## config.mk

```make
export PLATFORM = sky130hd
export DESIGN_NAME = mbx_ack_sequencer
export DESIGN_NICKNAME = d
export VERILOG_FILES = /design/src/rtl/mbx_ack_pkg.sv /design/src/rtl/mbx_ack_fsm.sv /design/src/rtl/mbx_ack_port.sv /design/src/rtl/mbx_ack_counter.sv /design/src/rtl/mbx_ack_sequencer.sv
export SDC_FILE = /design/constraint.sdc
export NUM_CORES = 1
export LEC_CHECK = 0
export BUFFER_PORTS_ARGS = -buffer_cell sky130_fd_sc_hd__buf_2
export CAP_MARGIN = 20
export CORE_ASPECT_RATIO = 1.4
export CORE_MARGIN = 2
export CORE_UTILIZATION = 51
export CTS_CLUSTER_SIZE = 10
export DETAILED_ROUTE_END_ITERATION = 7
export PLACE_DENSITY = 0.84
export SLEW_MARGIN = 15
export SYNTH_ARGS = -nofsm -noshare
export SYNTH_HDL_FRONTEND = slang
export SYNTH_SLANG_ARGS = --single-unit
```

## constraint.sdc

```tcl
create_clock -name clk -period 4.8 [get_ports clk]
set_clock_uncertainty 0.15 [all_clocks]
set_input_delay 0.96 -clock clk [delete_from_list [all_inputs] [get_ports clk]]
set_output_delay 0.96 -clock clk [all_outputs]
set_load 0.05 [all_outputs]
```

## src/rtl/mbx_ack_pkg.sv

```systemverilog
package mbx_ack_pkg;

   typedef enum logic [2:0] {
      ST_POLL_REQ  = 3'd0,
      ST_POLL_WAIT = 3'd1,
      ST_CMD_REQ   = 3'd2,
      ST_CMD_WAIT  = 3'd3,
      ST_WR_CMD    = 3'd4,
      ST_WR_FLAG   = 3'd5,
      ST_DONE      = 3'd6
   } seq_state_e;

   function automatic logic is_read_state(seq_state_e s);
      return (s == ST_POLL_REQ) || (s == ST_CMD_REQ);
   endfunction

   function automatic logic is_write_state(seq_state_e s);
      return (s == ST_WR_CMD) || (s == ST_WR_FLAG);
   endfunction

endpackage

```

## src/rtl/mbx_ack_fsm.sv

```systemverilog
module mbx_ack_fsm
   import mbx_ack_pkg::*;
#(
   parameter int DATA_W       = 32,
   parameter int DOORBELL_BIT = 0
) (
   input  logic              clk,
   input  logic              rst_n,
   input  logic              rd_valid,
   input  logic [DATA_W-1:0] rd_data,
   input  logic              payload_ok,
   output seq_state_e        state,
   output logic [DATA_W-1:0] cmd_q,
   output logic              ack_fire,
   output logic              done
);

   seq_state_e nxt;
   logic       go_ack;

   // both conditions judged in the cycle the poll response is valid
   assign go_ack = rd_data[DOORBELL_BIT] && payload_ok;

   always_comb begin
      nxt = state;
      unique case (state)
         ST_POLL_REQ:  nxt = ST_POLL_WAIT;
         ST_POLL_WAIT: if (rd_valid) nxt = go_ack ? ST_CMD_REQ : ST_POLL_REQ;
         ST_CMD_REQ:   nxt = ST_CMD_WAIT;
         ST_CMD_WAIT:  if (rd_valid) nxt = ST_WR_CMD;
         ST_WR_CMD:    nxt = ST_WR_FLAG;
         ST_WR_FLAG:   nxt = ST_DONE;
         ST_DONE:      nxt = ST_DONE;
         default:      nxt = ST_POLL_REQ;
      endcase
   end

   always_ff @(posedge clk or negedge rst_n) begin
      if (!rst_n) begin
         state <= ST_POLL_REQ;
         cmd_q <= '0;
      end else begin
         state <= nxt;
         if (state == ST_CMD_WAIT && rd_valid) cmd_q <= rd_data;
      end
   end

   assign ack_fire = (state == ST_WR_FLAG);
   assign done     = (state == ST_DONE);

   // terminal state is never left
   p_done_sticky_r7: assert property (@(posedge clk) disable iff (!rst_n)
      done |=> done);

   // a poll waits for its response before anything else happens
   p_poll_waits_r2: assert property (@(posedge clk) disable iff (!rst_n)
      (state == ST_POLL_WAIT && !rd_valid) |=> state == ST_POLL_WAIT);

   // the captured command is frozen while it is being echoed
   p_cmd_hold_r5: assert property (@(posedge clk) disable iff (!rst_n)
      (state == ST_WR_CMD || state == ST_WR_FLAG) |=> $stable(cmd_q));

endmodule

```

## src/rtl/mbx_ack_port.sv

```systemverilog
module mbx_ack_port
   import mbx_ack_pkg::*;
#(
   parameter int ADDR_W        = 8,
   parameter int DATA_W        = 32,
   parameter int OWN_CMD_OFF   = 'h00,
   parameter int PEER_CMD_OFF  = 'h10,
   parameter int OWN_FLAG_OFF  = 'h20,
   parameter int PEER_FLAG_OFF = 'h30,
   parameter int ACK_VALUE     = 2
) (
   input  logic              clk,
   input  logic              rst_n,
   input  seq_state_e        state,
   input  logic [DATA_W-1:0] cmd_q,
   output logic              rd_en,
   output logic              wr_en,
   output logic [ADDR_W-1:0] addr,
   output logic [DATA_W-1:0] wr_data
);

   localparam logic [ADDR_W-1:0] A_OWN_CMD   = ADDR_W'(OWN_CMD_OFF);
   localparam logic [ADDR_W-1:0] A_PEER_CMD  = ADDR_W'(PEER_CMD_OFF);
   localparam logic [ADDR_W-1:0] A_OWN_FLAG  = ADDR_W'(OWN_FLAG_OFF);
   localparam logic [ADDR_W-1:0] A_PEER_FLAG = ADDR_W'(PEER_FLAG_OFF);
   localparam logic [DATA_W-1:0] ACK_WORD    = DATA_W'(ACK_VALUE);

   always_comb begin
      addr    = '0;
      wr_data = '0;
      unique case (state)
         ST_POLL_REQ, ST_POLL_WAIT: addr = A_PEER_FLAG;
         ST_CMD_REQ, ST_CMD_WAIT:   addr = A_PEER_CMD;
         ST_WR_CMD: begin
            addr    = A_OWN_CMD;
            wr_data = cmd_q;
         end
         ST_WR_FLAG: begin
            addr    = A_OWN_FLAG;
            wr_data = ACK_WORD;
         end
         default: addr = '0;
      endcase
   end

   assign rd_en = rst_n && is_read_state(state);
   assign wr_en = rst_n && is_write_state(state);

   // one shared address bus, never both directions at once
   p_rw_excl_r6: assert property (@(posedge clk) disable iff (!rst_n)
      !(rd_en && wr_en));

   p_rd_target_r6: assert property (@(posedge clk) disable iff (!rst_n)
      rd_en |-> (addr == A_PEER_FLAG || addr == A_PEER_CMD));

   p_wr_target_r6: assert property (@(posedge clk) disable iff (!rst_n)
      wr_en |-> (addr == A_OWN_CMD || addr == A_OWN_FLAG));

endmodule

```

## src/rtl/mbx_ack_counter.sv

```systemverilog
module mbx_ack_counter #(
   parameter int CNT_W = 8
) (
   input  logic             clk,
   input  logic             rst_n,
   input  logic             inc,
   output logic [CNT_W-1:0] cnt
);

   localparam logic [CNT_W-1:0] CNT_MAX = '1;

   always_ff @(posedge clk or negedge rst_n) begin
      if (!rst_n)                     cnt <= '0;
      else if (inc && cnt != CNT_MAX) cnt <= cnt + CNT_W'(1);
   end

   // the count only ever moves by one step
   p_cnt_step_r7: assert property (@(posedge clk) disable iff (!rst_n)
      (cnt != $past(cnt)) |-> (cnt == $past(cnt) + CNT_W'(1)));

endmodule

```

## src/rtl/mbx_ack_sequencer.sv

```systemverilog
module mbx_ack_sequencer
   import mbx_ack_pkg::*;
#(
   parameter int ADDR_W        = 8,
   parameter int DATA_W        = 32,
   parameter int CNT_W         = 8,
   parameter int OWN_CMD_OFF   = 'h00,
   parameter int PEER_CMD_OFF  = 'h10,
   parameter int OWN_FLAG_OFF  = 'h20,
   parameter int PEER_FLAG_OFF = 'h30,
   parameter int DOORBELL_BIT  = 0,
   parameter int ACK_VALUE     = 2
) (
   input  logic              clk,
   input  logic              rst_n,
   output logic              mbx_rd_en,
   output logic              mbx_wr_en,
   output logic [ADDR_W-1:0] mbx_addr,
   output logic [DATA_W-1:0] mbx_wr_data,
   input  logic [DATA_W-1:0] mbx_rd_data,
   input  logic              mbx_rd_valid,
   input  logic              payload_done,
   output logic              done,
   output logic [CNT_W-1:0]  ack_cnt
);

   localparam int ADDR_SPAN = 1 << ADDR_W;
   localparam logic [ADDR_W-1:0] A_OWN_FLAG = ADDR_W'(OWN_FLAG_OFF);

   // elaboration-time parameter checks
   if (DATA_W < 2) begin : g_bad_data_w
      $error("mbx_ack_sequencer: DATA_W must be at least 2");
   end
   if (DOORBELL_BIT < 0 || DOORBELL_BIT >= DATA_W) begin : g_bad_bell
      $error("mbx_ack_sequencer: DOORBELL_BIT outside the data word");
   end
   if (CNT_W < 1) begin : g_bad_cnt_w
      $error("mbx_ack_sequencer: CNT_W must be positive");
   end
   if (OWN_CMD_OFF >= ADDR_SPAN || PEER_CMD_OFF >= ADDR_SPAN ||
       OWN_FLAG_OFF >= ADDR_SPAN || PEER_FLAG_OFF >= ADDR_SPAN) begin : g_bad_off
      $error("mbx_ack_sequencer: register offset does not fit ADDR_W");
   end
   if (PEER_FLAG_OFF == PEER_CMD_OFF || OWN_FLAG_OFF == OWN_CMD_OFF) begin : g_alias_off
      $error("mbx_ack_sequencer: flag and command offsets alias");
   end
   if (ACK_VALUE == 0) begin : g_bad_ack
      $error("mbx_ack_sequencer: ACK_VALUE must be non-zero");
   end

   seq_state_e        state;
   logic [DATA_W-1:0] cmd_q;
   logic              ack_fire;

   mbx_ack_fsm #(
      .DATA_W       (DATA_W),
      .DOORBELL_BIT (DOORBELL_BIT)
   ) u_fsm (
      .clk        (clk),
      .rst_n      (rst_n),
      .rd_valid   (mbx_rd_valid),
      .rd_data    (mbx_rd_data),
      .payload_ok (payload_done),
      .state      (state),
      .cmd_q      (cmd_q),
      .ack_fire   (ack_fire),
      .done       (done)
   );

   mbx_ack_port #(
      .ADDR_W        (ADDR_W),
      .DATA_W        (DATA_W),
      .OWN_CMD_OFF   (OWN_CMD_OFF),
      .PEER_CMD_OFF  (PEER_CMD_OFF),
      .OWN_FLAG_OFF  (OWN_FLAG_OFF),
      .PEER_FLAG_OFF (PEER_FLAG_OFF),
      .ACK_VALUE     (ACK_VALUE)
   ) u_port (
      .clk     (clk),
      .rst_n   (rst_n),
      .state   (state),
      .cmd_q   (cmd_q),
      .rd_en   (mbx_rd_en),
      .wr_en   (mbx_wr_en),
      .addr    (mbx_addr),
      .wr_data (mbx_wr_data)
   );

   mbx_ack_counter #(
      .CNT_W (CNT_W)
   ) u_cnt (
      .clk   (clk),
      .rst_n (rst_n),
      .inc   (ack_fire),
      .cnt   (ack_cnt)
   );

   // nothing is written before the payload has landed
   p_no_write_early_r4: assert property (@(posedge clk) disable iff (!rst_n)
      mbx_wr_en |-> payload_done);

   // count is zero before done and frozen after it
   p_cnt_idle_r7: assert property (@(posedge clk) disable iff (!rst_n)
      !done |-> ack_cnt == '0);

   p_cnt_frozen_r7: assert property (@(posedge clk) disable iff (!rst_n)
      done |=> $stable(ack_cnt));

   p_quiet_done_r7: assert property (@(posedge clk) disable iff (!rst_n)
      done |-> (!mbx_rd_en && !mbx_wr_en));

   // done only follows the acknowledge-flag write
   p_done_after_flag_r5: assert property (@(posedge clk) disable iff (!rst_n)
      $rose(done) |-> $past(mbx_wr_en && mbx_addr == A_OWN_FLAG));

endmodule

```

# --- After elaboration in Yosys (flattened, before gate mapping) ---
# Cells that the tools add are included.
op_classes:
  add_sub_neg: 1
  eq_ne: 9
  mux: 6
  reduce_logical: 12
op_table:
  columns: ["operator", "count"]
  rows:
  - ["case mux 32 bit (2 select lines)", 1]
  - ["case mux 3 bit (6 select lines)", 1]
  - ["case mux 6 bit (3 select lines)", 1]
  - ["== test 3 bit (second input constant)", 3]
  - ["adder 8 x 1 -> 8 bit (second input constant)", 1]
  - ["inequality test 8 bit (second input constant)", 1]
  - ["== test 3 x 2 -> 1 bit (second input constant)", 2]
  - ["two-way mux 3 bit", 2]
  - ["OR reduction 2 bit", 3]
  - ["logical AND 1 bit", 5]
  - ["inequality test 2 bit (second input constant)", 2]
  - ["== test 3 x 1 -> 1 bit (second input constant)", 1]
  - ["logical NOT 3 bit", 1]
  - ["logical OR 1 bit", 2]
  - ["two-way mux 2 bit", 1]
  - ["AND reduction 2 bit", 1]
totals:
  reg_bits: 43
  inputBits: 36

# --- Depth between registers and ports, before layout ---
logic_depth:
  ltp_word: 4
  depth_mapped: 5
  ltp_nobuf: 4

# --- By module ---
# A second synthesis with hierarchy kept.
unflattened:
  hier_cells: 168
  hier_area_um2: 2204.6
modules_own_cells:
  columns: ["mod", "instances", "cells_each", "area_per_inst_um2"]
  rows:
  - ["mbx_ack_fsm", 1, 82, 1461.4]
  - ["mbx_ack_counter", 1, 34, 407.9]
  - ["mbx_ack_port", 1, 52, 335.3]

# --- Worst setup path after synthesis ---
# OpenSTA, ideal clock, no wires.
synth_path:
  path_kind: "input to output"
  startpoint: "in rst_n"
  endpoint: "out mbx_wr_en"
  arrival_time_ns: 2.106
  required_time_ns: 3.690
  setup_slack_ns: 1.584
  path_stages: 1
  path_cell_list: "nor3b_1"
synth_between:
  elab_chain_len: 1
synth_rtl:
  columns: ["element", "line", "text"]
  rows:
  - ["start: declaration", "mbx_ack_sequencer.sv:15", "input logic rst_n,"]
  - ["logical AND 1 bit", "mbx_ack_port.sv:47", "assign wr_en = rst_n && is_write_state(state);"]
  - ["end: declaration", "mbx_ack_sequencer.sv:17", "output logic mbx_wr_en,"]
# No other way between the ends.

# --- Worst setup path in the final report ---
layout_path:
  startpoint: "reg u_fsm.state[2]"
  endpoint: "out mbx_wr_data[10]"
layout_between:
  elab_chain_len: 2
  word_cells_on_any_way: 3
  classes_between: "eq/ne (2); mux (1)"
layout_rtl:
  columns: ["element", "line", "text"]
  rows:
  - ["start: declaration", "mbx_ack_fsm.sv:12", "output seq_state_e state,"]
  - ["start signal: assignment", "mbx_ack_fsm.sv:43", "state <= nxt;"]
  - ["== test 3 bit", "mbx_ack_port.sv:31", "unique case (state)"]
  - ["case mux 32 bit (2 select lines) (*)", "mbx_ack_port.sv:31", null]
  - ["end: declaration", "mbx_ack_sequencer.sv:19", "output logic [DATA_W-1:0] mbx_wr_data,"]
# Mark *: on every way between the ends. The rest lies on a longest branch, timed or not.

==> results_dict.tcl <==
set metrics [dict create \
    diodes 0 \
    wl_per_cell_um 14.2 \
    synth_compound_area_frac 0.0485 \
    synth_cell_type_count 34 \
    cts_inserted_buffers 5 \
    synth_edf_count 0 \
    crit_family "buffers and inverters" \
    swShare 0.440 \
    yosysTopAreaCell "dfrtp_1" \
    cp.required_ns 3.69 \
    final_hold_viol_count 0 \
    synth_top_area_frac 0.521 \
    grt_usage 0.204 \
    cp-start-kind "flip-flop" \
    die_h_um 79.3 \
    area_delta_synth_final_pct 24.8 \
    nNetsFinal 288 \
    hold_start "u_fsm.cmd_q[23]" \
    syn_area_mm2 0.00206 \
    stdcell_count 295 \
    drt-vias-per-instance 5.19 \
    place_inst 287 \
    reg2reg_to "u_fsm.cmd_q[14]" \
    hold_depth 1 \
    seq_power_share 0.408 \
    clk_path_buf_depth 2 \
    setup_viol 0 \
    post-place-ws_ns 2.18 \
    antenna_left 0 \
    synth_ff_type "dfrtp_1" \
    via_count 1531 \
    fillers 316 \
    worst-r2r-cell-count 3 \
    critPathMaxFanout 32 \
    r2r_start "u_fsm.state[1]" \
    p_per_area_mw_per_mm2 616 \
    synth_top_family_by_area "multiplexers" \
    p_int_mw 0.889 \
    dp_hpwl_mm 3.07 \
    slowest_delay_ns 0.48 \
    numPortBuffers 80 \
    synth.area.top_cells "dfrtp_1, mux2_1, and2_1" \
    holdPathEnd "u_fsm.cmd_q[23]" \
    maxSlewViolCount 0 \
    worst_slew_pin_slew_ns 0.603 \
    num_rows 27 \
    syn_area_per_cell_um2 12.1 \
    syn-instance-count 171 \
    finalSetupTns_ns 0 \
    h-tree-depth 2 \
    grt-ovfl-total 0 \
    p_switching_mw 0.698 \
    fp.dieW_um 57.8 \
    crit_type "flip-flop to output port" \
    leakage_nw 1.37 \
    gp_congestion 0.725 \
    period_share 0.602 \
    synth-adder-area-share 0.00606 \
    die-area_mm2 0.00458 \
    cts_hold_buf 0 \
    antenna_found_initial 0 \
    arrival_ns 1.78 \
    p_total_mw 1.59 \
    cts.sinks 43 \
    post-route-util 0.658 \
    initial_utilization 0.527 \
    path_clk_slew_ns 0.08 \
    drt_wl_total_mm 4.20 \
    synth_seq_cells 43 \
    end_kind "output port" \
    setup_slack_ns 1.91 \
    yosys.area_share.simple 0.168 \
    insertion_delay_ns 0.29 \
    ys_seq_area_frac 0.521 \
    slowest_stage "dfrtp_1" \
    synthMuxAreaShare 0.191 \
    route.detailed.drc 0 \
    crit_buf_inv 3 \
    rrSetupSlack_ns 2.73 \
    clockRootBuffer "clkbuf_8" \
    cts_tree "yes" \
    layout-drive-gt1-share 0.373 \
    io_pins 87 \
    synthTopCellsByCount "dfrtp_1, mux2_1, and2_1" \
    hold_class "flip-flop to flip-flop" \
    postSynth.asyncResetShare 1.00 \
    relSlewSlack 0.597 \
    drt-initial-drc-count 41 \
    clock.fmax_mhz 346 \
    cts_resized 0 \
    rsz0062_at_grt "no" \
    grt_pass1_vias 1527 \
    synth_xor_xnor_area_share 0.00848 \
    power.share.clock 0.158 \
    status "completed" \
    ys_warn_count 0 \
    fin_crit_ns 2.89 \
    synth_most_common_cell "dfrtp_1" \
    grt_pass1_wl_mm 7.11 \
    first_pass_iters 4 \
    grt_max_degree 44 \
    power_frac_comb 0.433 \
    cts_setup_buffers 0 \
    core_area_mm2 0.00392 \
    ir_drop_mv 0.575 \
    path_cells "inv_2 > nor3_2 > buf_4 > and2_1 > buf_2" \
    cap_violations 0 \
]
-- state kept, by name (all words and copies together) (netlist names) --
register / count
u_fsm.cmd_q: 32
u_fsm.state: 3
u_cnt.cnt: 8
-- area by class of cell --
type | instances | area (um^2) | share of cell area
clock buffers | 7 | 96.3 | 0.0374
multi-input cells | 116 | 893 | 0.347
repair buffers | 83 | 443 | 0.172
well taps | 43 | 53.8 | 0.0209
clock inverters | 1 | 7.51 | 0.00291
inverters | 2 | 7.51 | 0.00291
flip-flops and latches | 43 | 1080 | 0.417
-- how the worst max path moves through the flow --
stage              startpoint  cells past startpoint              end
2_1_floorplan           rst_n                      1        mbx_wr_en
3_3_place_gp     mbx_rd_valid                      3  u_fsm.cmd_q[24]
3_5_place_dp            rst_n                      3        mbx_wr_en
4_1_cts        u_fsm.state[2]                      5  mbx_wr_data[10]
5_1_grt        u_fsm.state[2]                      5  mbx_wr_data[10]
6_report       u_fsm.state[2]                      5  mbx_wr_data[10]
-- kinds of logic (layout without fill, tap and decap cells) --
family          Yosys count  count (layout)
compound gates           15              15
flops                    43              43
buf+inv                  17              93
xor+xnor                  2               2
simple gates             57              57
mux                      35              35
fa+ha+maj                 1               1
other cells               1               6
-- stage by stage --
| stage | cell area, um^2 | hold slack [ns] |
|---|---|---|
| final | 2580 | 0.333 |
| after global routing | 2580 | 0.350 |
| after detailed placement | 2470 | 0.323 |
| after global placement | 2450 | 0.315 |
| after floorplan | 2080 | 0.306 |
| after CTS | 2580 | 0.340 |
-- cell usage in the layout, fill, tap and decap left out, types with 2 or more instances in the layout --
cell type,instances
mux2_1,35
clkbuf_8,7
nand2b_1,2
buf_4,2
dfrtp_1,43
nand2_1,8
conb_1,6
a21oi_1,5
nand3_1,2
nand4_1,2
and2_1,31
and3_1,5
o21ai_0,2
buf_2,80
-- power by group through the flow --
| stage | clock network (mW) | registers [mW] | logic, mW |
|---|---|---|---|
| after floorplan | 0 | 0.672 | 0.514 |
| after global placement | 0 | 0.642 | 0.665 |
| after detailed placement | 0 | 0.653 | 0.694 |
| after CTS | 0.258 | 0.648 | 0.696 |
| after global routing | 0.275 | 0.675 | 0.740 |
| final | 0.251 | 0.648 | 0.688 |
-- routing by layer --
layer  GRT usage  part of all wire
met1       0.251              0.39
met2       0.320              0.50
met3      0.0814             0.085
met4      0.0767             0.017
met5           0                 0
Note: power is estimated with default switching activity, not from simulation.
